[config.mk]
export PLATFORM = sky130hd
export DESIGN_NAME = dbg_vcatch_ctrl
export DESIGN_NICKNAME = d
export VERILOG_FILES = /design/src/rtl/dbg_vc_pkg.sv /design/src/rtl/dbg_vc_regs.sv /design/src/rtl/dbg_vc_halt.sv /design/src/rtl/dbg_vcatch_ctrl.sv
export SDC_FILE = /design/constraint.sdc
export NUM_CORES = 1
export LEC_CHECK = 0
export ABC_AREA = 0
export CAP_MARGIN = 20
export CORE_MARGIN = 2
export CORE_UTILIZATION = 29
export DETAILED_ROUTE_END_ITERATION = 6
export PLACE_DENSITY = 0.8
export SLEW_MARGIN = 20
export SYNTH_ARGS = -nofsm -noshare
export SYNTH_HDL_FRONTEND = slang
export SYNTH_SLANG_ARGS = --single-unit
export TNS_END_PERCENT = 30
[constraint.sdc]
create_clock -name clk_i -period 1.1 [get_ports clk_i]
set_input_delay 0.11 -clock clk_i [delete_from_list [all_inputs] [get_ports clk_i]]
set_output_delay 0.11 -clock clk_i [all_outputs]
set_load 0.02 [all_outputs]
[src/rtl/dbg_vc_pkg.sv]
package dbg_vc_pkg;
  localparam int REG_W      = 32;
  localparam int NUM_FLT    = 7;
  localparam int VC_CORE_B  = 0;
  localparam int VC_FLT_LO  = 4;
  localparam int MON_EN_B   = 16;
  localparam int MON_PEND_B = 17;
  localparam int MON_STEP_B = 18;
  localparam int MON_REQ_B  = 19;
  localparam int TRC_B      = 24;

  localparam logic [REG_W-1:0] MON_MASK = REG_W'(4'hF) << MON_EN_B;

  function automatic logic [REG_W-1:0] wr_mask(bit has_trace);
    logic [REG_W-1:0] m;
    m = MON_MASK;
    m[VC_CORE_B] = 1'b1;
    for (int i = 0; i < NUM_FLT; i++) m[VC_FLT_LO+i] = 1'b1;
    m[TRC_B] = has_trace;
    return m;
  endfunction
endpackage

[src/rtl/dbg_vc_regs.sv]
module dbg_vc_regs
  import dbg_vc_pkg::*;
#(
  parameter bit HAS_TRACE = 1'b1
) (
  input  logic             clk_i,
  input  logic             rst_ni,
  input  logic             core_rst_i,
  input  logic             wr_i,
  input  logic [REG_W-1:0] wdata_i,
  output logic [REG_W-1:0] rdata_o,
  output logic             trace_en_o,
  output logic             mon_pend_o,
  output logic             mon_step_o
);
  localparam logic [REG_W-1:0] WMASK = wr_mask(HAS_TRACE);

  logic [REG_W-1:0] q;

  for (genvar i = 0; i < REG_W; i++) begin : g_bit
    if (WMASK[i]) begin : g_ff
      localparam bit CORE_CLR = MON_MASK[i];
      logic b_q;
      always_ff @(posedge clk_i or negedge rst_ni) begin
        if (!rst_ni)                  b_q <= 1'b0;
        else if (CORE_CLR && core_rst_i) b_q <= 1'b0;
        else if (wr_i)                b_q <= wdata_i[i];
      end
      assign q[i] = b_q;
    end else begin : g_rsvd
      assign q[i] = 1'b0;
    end
  end

  assign rdata_o    = q;
  assign trace_en_o = q[TRC_B];
  assign mon_pend_o = q[MON_PEND_B];
  assign mon_step_o = q[MON_STEP_B] & q[MON_EN_B];
endmodule

[src/rtl/dbg_vc_halt.sv]
module dbg_vc_halt
  import dbg_vc_pkg::*;
(
  input  logic               clk_i,
  input  logic               rst_ni,
  input  logic               sys_rst_i,
  input  logic               core_rst_i,
  input  logic               exc_entry_i,
  input  logic [NUM_FLT-1:0] fault_i,
  input  logic [NUM_FLT-1:0] vc_en_i,
  input  logic               vc_core_i,
  input  logic               boundary_i,
  input  logic               vec_fault_i,
  input  logic               late_irq_i,
  output logic               halt_req_o,
  output logic               halt_fault_o,
  output logic               late_suppress_o
);
  logic hit, pend_q, pend_d, flt_q, flt_d;

  assign hit = (core_rst_i & vc_core_i) | (exc_entry_i & |(fault_i & vc_en_i));

  always_comb begin
    pend_d = pend_q;
    if (hit)                        pend_d = 1'b1;
    else if (sys_rst_i)             pend_d = 1'b0;
    else if (pend_q && boundary_i)  pend_d = 1'b0;

    flt_d = flt_q;
    if (!pend_d)                    flt_d = 1'b0;
    else if (pend_q && vec_fault_i) flt_d = 1'b1;
  end

  always_ff @(posedge clk_i or negedge rst_ni) begin
    if (!rst_ni) begin
      pend_q <= 1'b0;
      flt_q  <= 1'b0;
    end else begin
      pend_q <= pend_d;
      flt_q  <= flt_d;
    end
  end

  assign halt_req_o      = pend_q;
  assign halt_fault_o    = flt_q;
  // late arrival must not preempt a caught exception whose vector/stack access faults
  assign late_suppress_o = pend_q & vec_fault_i & late_irq_i;
endmodule

[src/rtl/dbg_vcatch_ctrl.sv]
module dbg_vcatch_ctrl
  import dbg_vc_pkg::*;
#(
  parameter bit HAS_TRACE = 1'b1
) (
  input  logic               clk_i,
  input  logic               rst_ni,
  input  logic               sys_rst_i,
  input  logic               core_rst_i,
  input  logic               reg_wr_i,
  input  logic [REG_W-1:0]   reg_wdata_i,
  output logic [REG_W-1:0]   reg_rdata_o,
  input  logic               exc_entry_i,
  input  logic [NUM_FLT-1:0] fault_i,
  input  logic               boundary_i,
  input  logic               vec_fault_i,
  input  logic               late_irq_i,
  output logic               halt_req_o,
  output logic               halt_fault_o,
  output logic               late_suppress_o,
  output logic               trace_en_o,
  output logic               mon_pend_o,
  output logic               mon_step_o
);
  logic [REG_W-1:0] rdata;

  dbg_vc_regs #(.HAS_TRACE(HAS_TRACE)) u_regs (
    .clk_i      (clk_i),
    .rst_ni     (rst_ni),
    .core_rst_i (core_rst_i),
    .wr_i       (reg_wr_i),
    .wdata_i    (reg_wdata_i),
    .rdata_o    (rdata),
    .trace_en_o (trace_en_o),
    .mon_pend_o (mon_pend_o),
    .mon_step_o (mon_step_o)
  );

  dbg_vc_halt u_halt (
    .clk_i           (clk_i),
    .rst_ni          (rst_ni),
    .sys_rst_i       (sys_rst_i),
    .core_rst_i      (core_rst_i),
    .exc_entry_i     (exc_entry_i),
    .fault_i         (fault_i),
    .vc_en_i         (rdata[VC_FLT_LO +: NUM_FLT]),
    .vc_core_i       (rdata[VC_CORE_B]),
    .boundary_i      (boundary_i),
    .vec_fault_i     (vec_fault_i),
    .late_irq_i      (late_irq_i),
    .halt_req_o      (halt_req_o),
    .halt_fault_o    (halt_fault_o),
    .late_suppress_o (late_suppress_o)
  );

  assign reg_rdata_o = rdata;
endmodule

Word-level counts from Yosys, hierarchy flattened --
Index checks and enable logic that the tools add are counted.
Operators by class: equal/unequal tests 1, muxes and demuxes 13, bitwise gates (word level) 7, reductions and logical operators 4
Operators by type and width (number):
- 1-bit 2-to-1 mux | 13
- 7-bit AND | 1
- 7-bit OR reduction | 1
- 1-bit AND | 5
- 1-bit logical AND | 2
- 2-bit != test (second input constant) | 1
- 2-bit nonzero test | 1
- 1-bit bitwise OR | 1
Word-level totals: bits in registers 15, bits of input ports 48, output and inout port bits 38, logic and storage cells 40

Depth between registers and ports, before layout --
Gate-level depths: netlist (run 1).
depth after elaboration 6, depth in mapped cells 3, gate-level depth less buffers 3

Modules after synthesis --
A second synthesis (run 1) with hierarchy kept.
Second synthesis, totals: cells, all modules 78, area total of the unflattened synthesis 862.1 um^2
By module, submodules not included:
- dbg_vc_regs | times used 1, cells each 65, area each 743.2 um^2, seq. area each 325.3 um^2
- dbg_vc_halt | times used 1, cells each 13, area each 118.9 um^2, seq. area each 50.0 um^2

Least setup slack after synthesis (run 1) --
Ideal clock, no wire load.
path kind register to register, from reg u_regs.g_bit[6].g_ff.b_q, to reg u_halt.flt_q, in the netlist u_halt.halt_fault_o, library setup time 130 ps, arrival 905 ps, required time 970 ps, path slack 65 ps, stages on the path, launching flop included 4, buffers on the path 0, cells stage by stage dfrtp_1 a222oi_1 a31o_1 a21oi_1
On the way: cells in the longest elaborated chain, start to end 6, elaborated cells on any way between the ends 7
RTL lines:
- start, declared | line dbg_vc_regs.sv:23 | logic b_q;
- start signal, assigned | line dbg_vc_regs.sv:27 | else if (wr_i) b_q <= wdata_i[i];
- 7-bit AND * | line dbg_vc_halt.sv:21 | assign hit = (core_rst_i & vc_core_i) | (exc_entry_i & |(fault_i & vc_en_i));
- 7-bit OR reduction * | line dbg_vc_halt.sv:21
- 1-bit AND * | line dbg_vc_halt.sv:21
- 1-bit bitwise OR * | line dbg_vc_halt.sv:21
- 1-bit 2-to-1 mux * | line dbg_vc_halt.sv:25 | if (hit) pend_d = 1'b1;
- 2-bit != test (no source line) or 1-bit 2-to-1 mux (tied branches)
- end signal, assigned | line dbg_vc_halt.sv:40 | flt_q <= flt_d;
- end, declared | line dbg_vc_halt.sv:19 | logic hit, pend_q, pend_d, flt_q, flt_d;
Every way passes the cells marked *; elsewhere a longest branch is shown, timed or not. A chain may end at the register's enable or synchronous reset.

Worst setup path in the final report (run 1) --
Ends and elaborated chain as after synthesis.

==> flow_metrics.env, run 1 <==
export IMPL_synth_top_cells_by_area="dfrtp_1 (44%), buf_4 (28%), mux2_2 (7.8%)"
export IMPL_grt_use_met2=0.217
export IMPL_vdd_ir_drop_max_v=0.000814
export IMPL_yosys_area_share_simple=0.0406
export IMPL_crit_end="u_halt.halt_fault_o$_DFFE_PN0P_"
export IMPL_outcome="finished, violations left"
export IMPL_busiest_layer="met2"
export IMPL_violations="negative setup slack"
export IMPL_die_h_um=58.5
export IMPL_cts_buffers_inserted=3
export IMPL_max_stage_delay_ns=0.40
export IMPL_syn_to_final_growth_pct=37.9
export IMPL_drt_initial_drc_count=3
export IMPL_clkTransAtPathRegs_ns=0.08
export IMPL_use_met3=0.0264
export IMPL_worstHoldPathType="in2async"
export IMPL_power_density_mw_per_mm2=1170
export IMPL_clk_latency_ns=0.28
export IMPL_drive_gt1_frac=0.271
export IMPL_post_dp_hpwl_mm=1.60
export IMPL_synth_fa_ha_area_frac=0
export IMPL_hold_viol_final=0
export IMPL_cp_start_kind="flip-flop"
export IMPL_period_needed_ns=1.16
export IMPL_place_ws_ns=-0.365
export IMPL_nets=167
export IMPL_wl_per_cell_um=12.4
export IMPL_syn_area_um2=862
export IMPL_yosys_warnings=0
export IMPL_multi_input_area_um2=304
export IMPL_n_antenna_cell=0
export IMPL_grt_remaining_overflow=0
export IMPL_register_area_um2=375
export IMPL_grt_pass1_wl_mm=3.08
export IMPL_crit_chain="a222oi_1 > a31o_1 > a21oi_1"
export IMPL_clockBufferDepth=2
export IMPL_ys_seq_area_frac=0.435
export IMPL_antenna_found_initial=0
export IMPL_ios=86
export IMPL_portBuffers=47
export IMPL_root_buffer="clkbuf_4"
export IMPL_synth_top_family_by_area="buffers and inverters"
export IMPL_worst_r2r_setup_slack_ns=-0.06
export IMPL_initial_utilization=0.310
export IMPL_cp_startpoint="u_regs.g_bit[6].g_ff.b_q$_DFFE_PN0P_"
export IMPL_rsz0062_at_grt="yes"
export IMPL_vias=640
export IMPL_required_ns=1.26
export IMPL_netlist_instances=78
export IMPL_finalInstanceArea_mm2=0.00119
export IMPL_r2r_end="u_halt.halt_fault_o$_DFFE_PN0P_"
export IMPL_yosys_mux_area_fraction=0.164
export IMPL_cts_sinks=15
export IMPL_grt_use_total=0.118
export IMPL_worstPathArrival_ns=1.32
export IMPL_fmax_mhz=862
export IMPL_synth_common_cells="buf_4 (32), dfrtp_1 (15), mux2_2 (6), nor2_1 (5), mux2i_1 (4)"
export IMPL_async_reset_ff_frac=1.00
export IMPL_viasPerCell=4.30
export IMPL_synth_top_area_frac=0.435
export IMPL_grt_pass1_vias=690
export IMPL_fin_crit_sh=1.05
export IMPL_die_x_um=58.5
export IMPL_dr_pass1_iters=5
export IMPL_r2r_cells=3
export IMPL_yosysUniqueCellTypes=16
export IMPL_synth_compound_area_frac=0.0595
export IMPL_critPathMaxFanout=3
export IMPL_htreeDepth=1
export IMPL_reg2reg_from="u_regs.g_bit[6].g_ff.b_q$_DFFE_PN0P_"
export IMPL_rows=19
export IMPL_yosysMostFrequentCell="buf_4"
export IMPL_synth_enable_flop_cells=0
export IMPL_syn_area_per_cell_um2=11.1
export IMPL_post_dp_cell_area_mm2=0.00123
export IMPL_worst_slack_ns=-0.0600
export IMPL_place_gp_congestion=0.628
export IMPL_p_leak_nw=0.576
export IMPL_synthXorXnorAreaFrac=0
export IMPL_end_kind="flip-flop"
export IMPL_drc=0
export IMPL_cts_tree="done"
export IMPL_synth_seq_cells=15
export IMPL_synth_ff_type="dfrtp_1"
export IMPL_fillers=262
export IMPL_synth_largest_area_cell="dfrtp_1"
export IMPL_criticalPathCategory="reg2reg"
export IMPL_drv_cap=0
export IMPL_grt_max_degree=16
export IMPL_post_cts_buffers=0
export IMPL_wl_mm=1.85
export IMPL_hold_buffers=0
export IMPL_drv_slew=0
export IMPL_core_mm2=0.00278
export IMPL_setup_viol_count_final=4
export IMPL_worst_path_max_delay_cell="dfrtp_1"
export IMPL_fin_skew_ns=0.00192
export IMPL_die_area_mm2=0.00342
export IMPL_use_met1=0.131
export IMPL_drtAntennaViolNets=0
## metal layers
metal | up-vias | routed length, um
li1 | 289 | -
met4 | 0 | 27
met2 | 53 | 997
met5 | - | 0
met3 | 4 | 177
met1 | 294 | 649
## stage by stage
step	total power [mW]	cells	hold WS [ns]	util	setup TNS (ns)
2_1_floorplan	0.976	96	-0.186	-	0
3_3_place_gp	1.13	145	0.439	0.442	-1.96
3_5_place_dp	1.15	145	0.457	0.442	-2.57
4_1_cts	1.42	149	0.152	0.448	-0.198
5_1_grt	1.46	149	0.162	0.427	-0.458
6_report	1.39	149	0.148	0.427	-0.130
## sequential cells by signal, summed over array words and instances (netlist names)
| register | cells |
|---|---|
| u_halt.halt_req_o | 1 |
| u_regs.mon_pend_o | 1 |
| u_halt.halt_fault_o | 1 |
| u_regs.g_bit.g_ff.b_q | 11 |
| u_regs.trace_en_o | 1 |
## what timing repair did
item,4_1_cts,5_1_grt
pin swaps,1,1
endpoints found under the hold margin,0,0
resized for setup,43,17
setup endpoints to repair,21,19
## cell type report
type                    instances  area share
well taps                      31      0.0326
flip-flops and latches         15       0.316
multi-input cells              47       0.256
inverters                       1     0.00316
clock buffers                   4      0.0221
repair buffers                 51       0.371
## report_power, final
part | internal, mW | switching, mW | total [mW] | leakage [nW]
registers | 0.604 | 0.0411 | 0.645 | 0.182
logic | 0.205 | 0.232 | 0.438 | 0.379
clock network | 0.141 | 0.163 | 0.304 | 0.0150
total | 0.950 | 0.436 | 1.39 | 0.576
## cell usage in the layout (no fill, tap or decap)
master	synthesis	layout
clkdlybuf4s50_1	0	28
nor2_1	5	5
conb_1	1	19
dlygate4sd2_1	0	1
buf_4	32	3
and3_4	0	1
mux2_1	3	3
clkdlybuf4s15_2	0	2
buf_6	1	1
a31o_1	1	1
buf_2	0	1
clkbuf_1	0	1
clkbuf_2	0	14
a222oi_1	1	1
a22oi_1	3	3
nand2_1	1	1
mux2_2	6	6
dfrtp_1	15	15
mux2i_1	4	4
a21oi_1	2	2
inv_1	1	1
buf_12	0	1
and2_1	1	1
clkbuf_4	0	3
## cells by family (layout without fill, tap and decap cells)
group                  Yosys count  in the layout
multiplexers                    13             13
other                            1             19
buffers and inverters           34             56
AO/OA/AOI/OAI                    7              7
AND/OR/NAND/NOR                  8              8
flip-flops                      15             15
## worst min path at each step
stage                       from                                    to  slack [ns]
after CTS                 rst_ni         u_regs.trace_en_o$_DFFE_PN0P_        0.15
after global routing      rst_ni  u_regs.g_bit[4].g_ff.b_q$_DFFE_PN0P_        0.16
after global placement    rst_ni         u_regs.trace_en_o$_DFFE_PN0P_        0.44
after floorplan           rst_ni       u_halt.halt_fault_o$_DFFE_PN0P_       -0.19
after detailed placement  rst_ni         u_regs.trace_en_o$_DFFE_PN0P_        0.46
final                     rst_ni         u_regs.trace_en_o$_DFFE_PN0P_        0.15
## worst max-delay path, delay by kind of cell (launching register included)
family / cells / cell delay [ns]
DFF: 1 / 0.40
AOI/OAI and AO/OA: 3 / 0.65
Power figures use the tool's default switching activity.
==> run 2, diff against run 1 <==
CTS_CLUSTER_SIZE = 25   (was unset)
PLACE_DENSITY = 0.87   (was 0.8)
==> flow_metrics.env, run 2 (synthesis gave the netlist of run 1 again) <==
export IMPL_period_needed_ns=1.12
export IMPL_cp_top_family="flip-flops"
export IMPL_die_x_um=58.5
export IMPL_die_h_um=58.5
export IMPL_clk_latency_ns=0.29
export IMPL_mostFrequentLayoutCell="clkdlybuf4s50_1"
export IMPL_fmax_mhz=892
export IMPL_dr_pass1_iters=4
export IMPL_cts_buffers_inserted=3
export IMPL_rows=19
export IMPL_power_density_mw_per_mm2=1160
export IMPL_worstPathArrival_ns=1.01
export IMPL_place_gp_congestion=0.679
export IMPL_clkTransAtPathRegs_ns=0.09
export IMPL_largest_register_ffs=11
export IMPL_hold_buffers=0
export IMPL_wl_per_cell_um=12.8
export IMPL_drv_cap=0
export IMPL_drv_slew=0
export IMPL_p_leak_nw=0.583
export IMPL_drt_initial_drc_count=14
export IMPL_post_dp_hpwl_mm=1.62
export IMPL_nets=168
export IMPL_fin_crit_sh=1.02
export IMPL_core_mm2=0.00278
export IMPL_die_area_mm2=0.00342
export IMPL_cp_start_kind="flip-flop"
export IMPL_fillers=254
export IMPL_regMostFlops="u_regs.g_bit.g_ff.b_q"
export IMPL_n_antenna_cell=0
export IMPL_most_common_layout_cells="clkdlybuf4s50_1 (28), conb_1 (19), dfrtp_1 (15)"
export IMPL_cts_sinks=15
export IMPL_wl_met2_mm=1.05
export IMPL_outcome="finished, violations left"
export IMPL_syn_to_final_growth_pct=41.4
export IMPL_ios=86
export IMPL_critPathMaxFanout=3
export IMPL_power_mw=1.41
export IMPL_viasPerCell=4.43
export IMPL_portBuffers=47
export IMPL_fin_skew_ns=0.00378
export IMPL_timing_critical_path_buf_inv=1
export IMPL_grt_remaining_overflow=0
export IMPL_root_buffer="clkbuf_4"
export IMPL_antenna_found_initial=0
export IMPL_cts_tree="done"
export IMPL_max_stage_delay_ns=0.39
export IMPL_wl_met3_um=200
export IMPL_violations="negative setup slack"
export IMPL_criticalPathCategory="reg2out"
export IMPL_hold_viol_final=0
export IMPL_drive_gt1_frac=0.277
export IMPL_whs_ns=0.124
export IMPL_grt_use_total=0.126
export IMPL_worst_slack_ns=-0.0216
export IMPL_drc=0
export IMPL_grt_pass1_vias=732
export IMPL_worst_path_max_delay_cell="dfrtp_1"
export IMPL_wl_mm=1.93
export IMPL_worstHoldPathType="in2async"
export IMPL_rsz0062_at_grt="yes"
export IMPL_wl_met1_um=621
export IMPL_highest_layer="met4"
export IMPL_initial_utilization=0.310
export IMPL_crit_chain="dlygate4sd2_1"
export IMPL_drtAntennaViolNets=0
export IMPL_clockBufferDepth=2
export IMPL_vias=664
export IMPL_vdd_ir_drop_max_v=0.000995
export IMPL_htreeDepth=1
export IMPL_grt_pass1_wl_mm=3.11
export IMPL_grt_max_degree=16
export IMPL_setup_viol_count_final=3
export IMPL_end_kind="output pin"
export IMPL_required_ns=0.99
## run 2: where the power goes
part           switching, mW  internal (mW)  total [mW]  leakage (nW)
registers             0.0396          0.604       0.644         0.182
logic                  0.236          0.216       0.451         0.387
clock network          0.177          0.141       0.319        0.0150
## run 2: final timing paths
kind,from,end,slack [ns],cells after the start
worst max-delay path,u_regs.g_bit[6].g_ff.b_q$_DFFE_PN0P_,reg_rdata_o[6],-0.02,1
worst min-delay path,rst_ni,u_regs.g_bit[4].g_ff.b_q$_DFFE_PN0P_,0.12,2
worst max register to register,u_regs.g_bit[6].g_ff.b_q$_DFFE_PN0P_,u_halt.halt_fault_o$_DFFE_PN0P_,-0.02,3
worst min register to register,u_regs.g_bit[0].g_ff.b_q$_DFFE_PN0P_,u_regs.g_bit[0].g_ff.b_q$_DFFE_PN0P_,0.53,1
max in group asynchronous,rst_ni,u_regs.g_bit[0].g_ff.b_q$_DFFE_PN0P_,0.80,2
min in group clk_i,reg_wdata_i[7],u_regs.g_bit[7].g_ff.b_q$_DFFE_PN0P_,0.43,2
## run 2: metrics by stage
stage | TNS (ns) | cell area [um^2] | util | setup WS [ns] | std cells
after floorplan | 0 | 930 | - | 0.0647 | 96
after global placement | -1.97 | 1230 | 0.442 | -0.324 | 145
after detailed placement | -2.23 | 1230 | 0.442 | -0.329 | 145
after CTS | -0.145 | 1270 | 0.456 | -0.0466 | 149
after global routing | -0.338 | 1220 | 0.438 | -0.115 | 150
final | -0.0412 | 1220 | 0.438 | -0.0216 | 150
## run 2: layer usage
layer	vias up	GRT usage
met5	-	0
met4	0	0.0897
met3	5	0.0352
met2	50	0.236
met1	314	0.114
li1	295	-
## run 2: timing repair
item,4_1_cts,5_1_grt
hold endpoints to repair,0,0
pin swaps,2,1
endpoints found under the setup margin,21,16
buffers inserted,0,1
gates resized for setup,57,14
## run 2: layout make-up
cell class              instances  area (um^2)  area share
inverters                       1         3.75     0.00308
multi-input cells              47          302       0.247
repair buffers                 52          473       0.388
clock buffers                   4         26.3      0.0216
flip-flops and latches         15          375       0.308
well taps                      31         38.8      0.0318
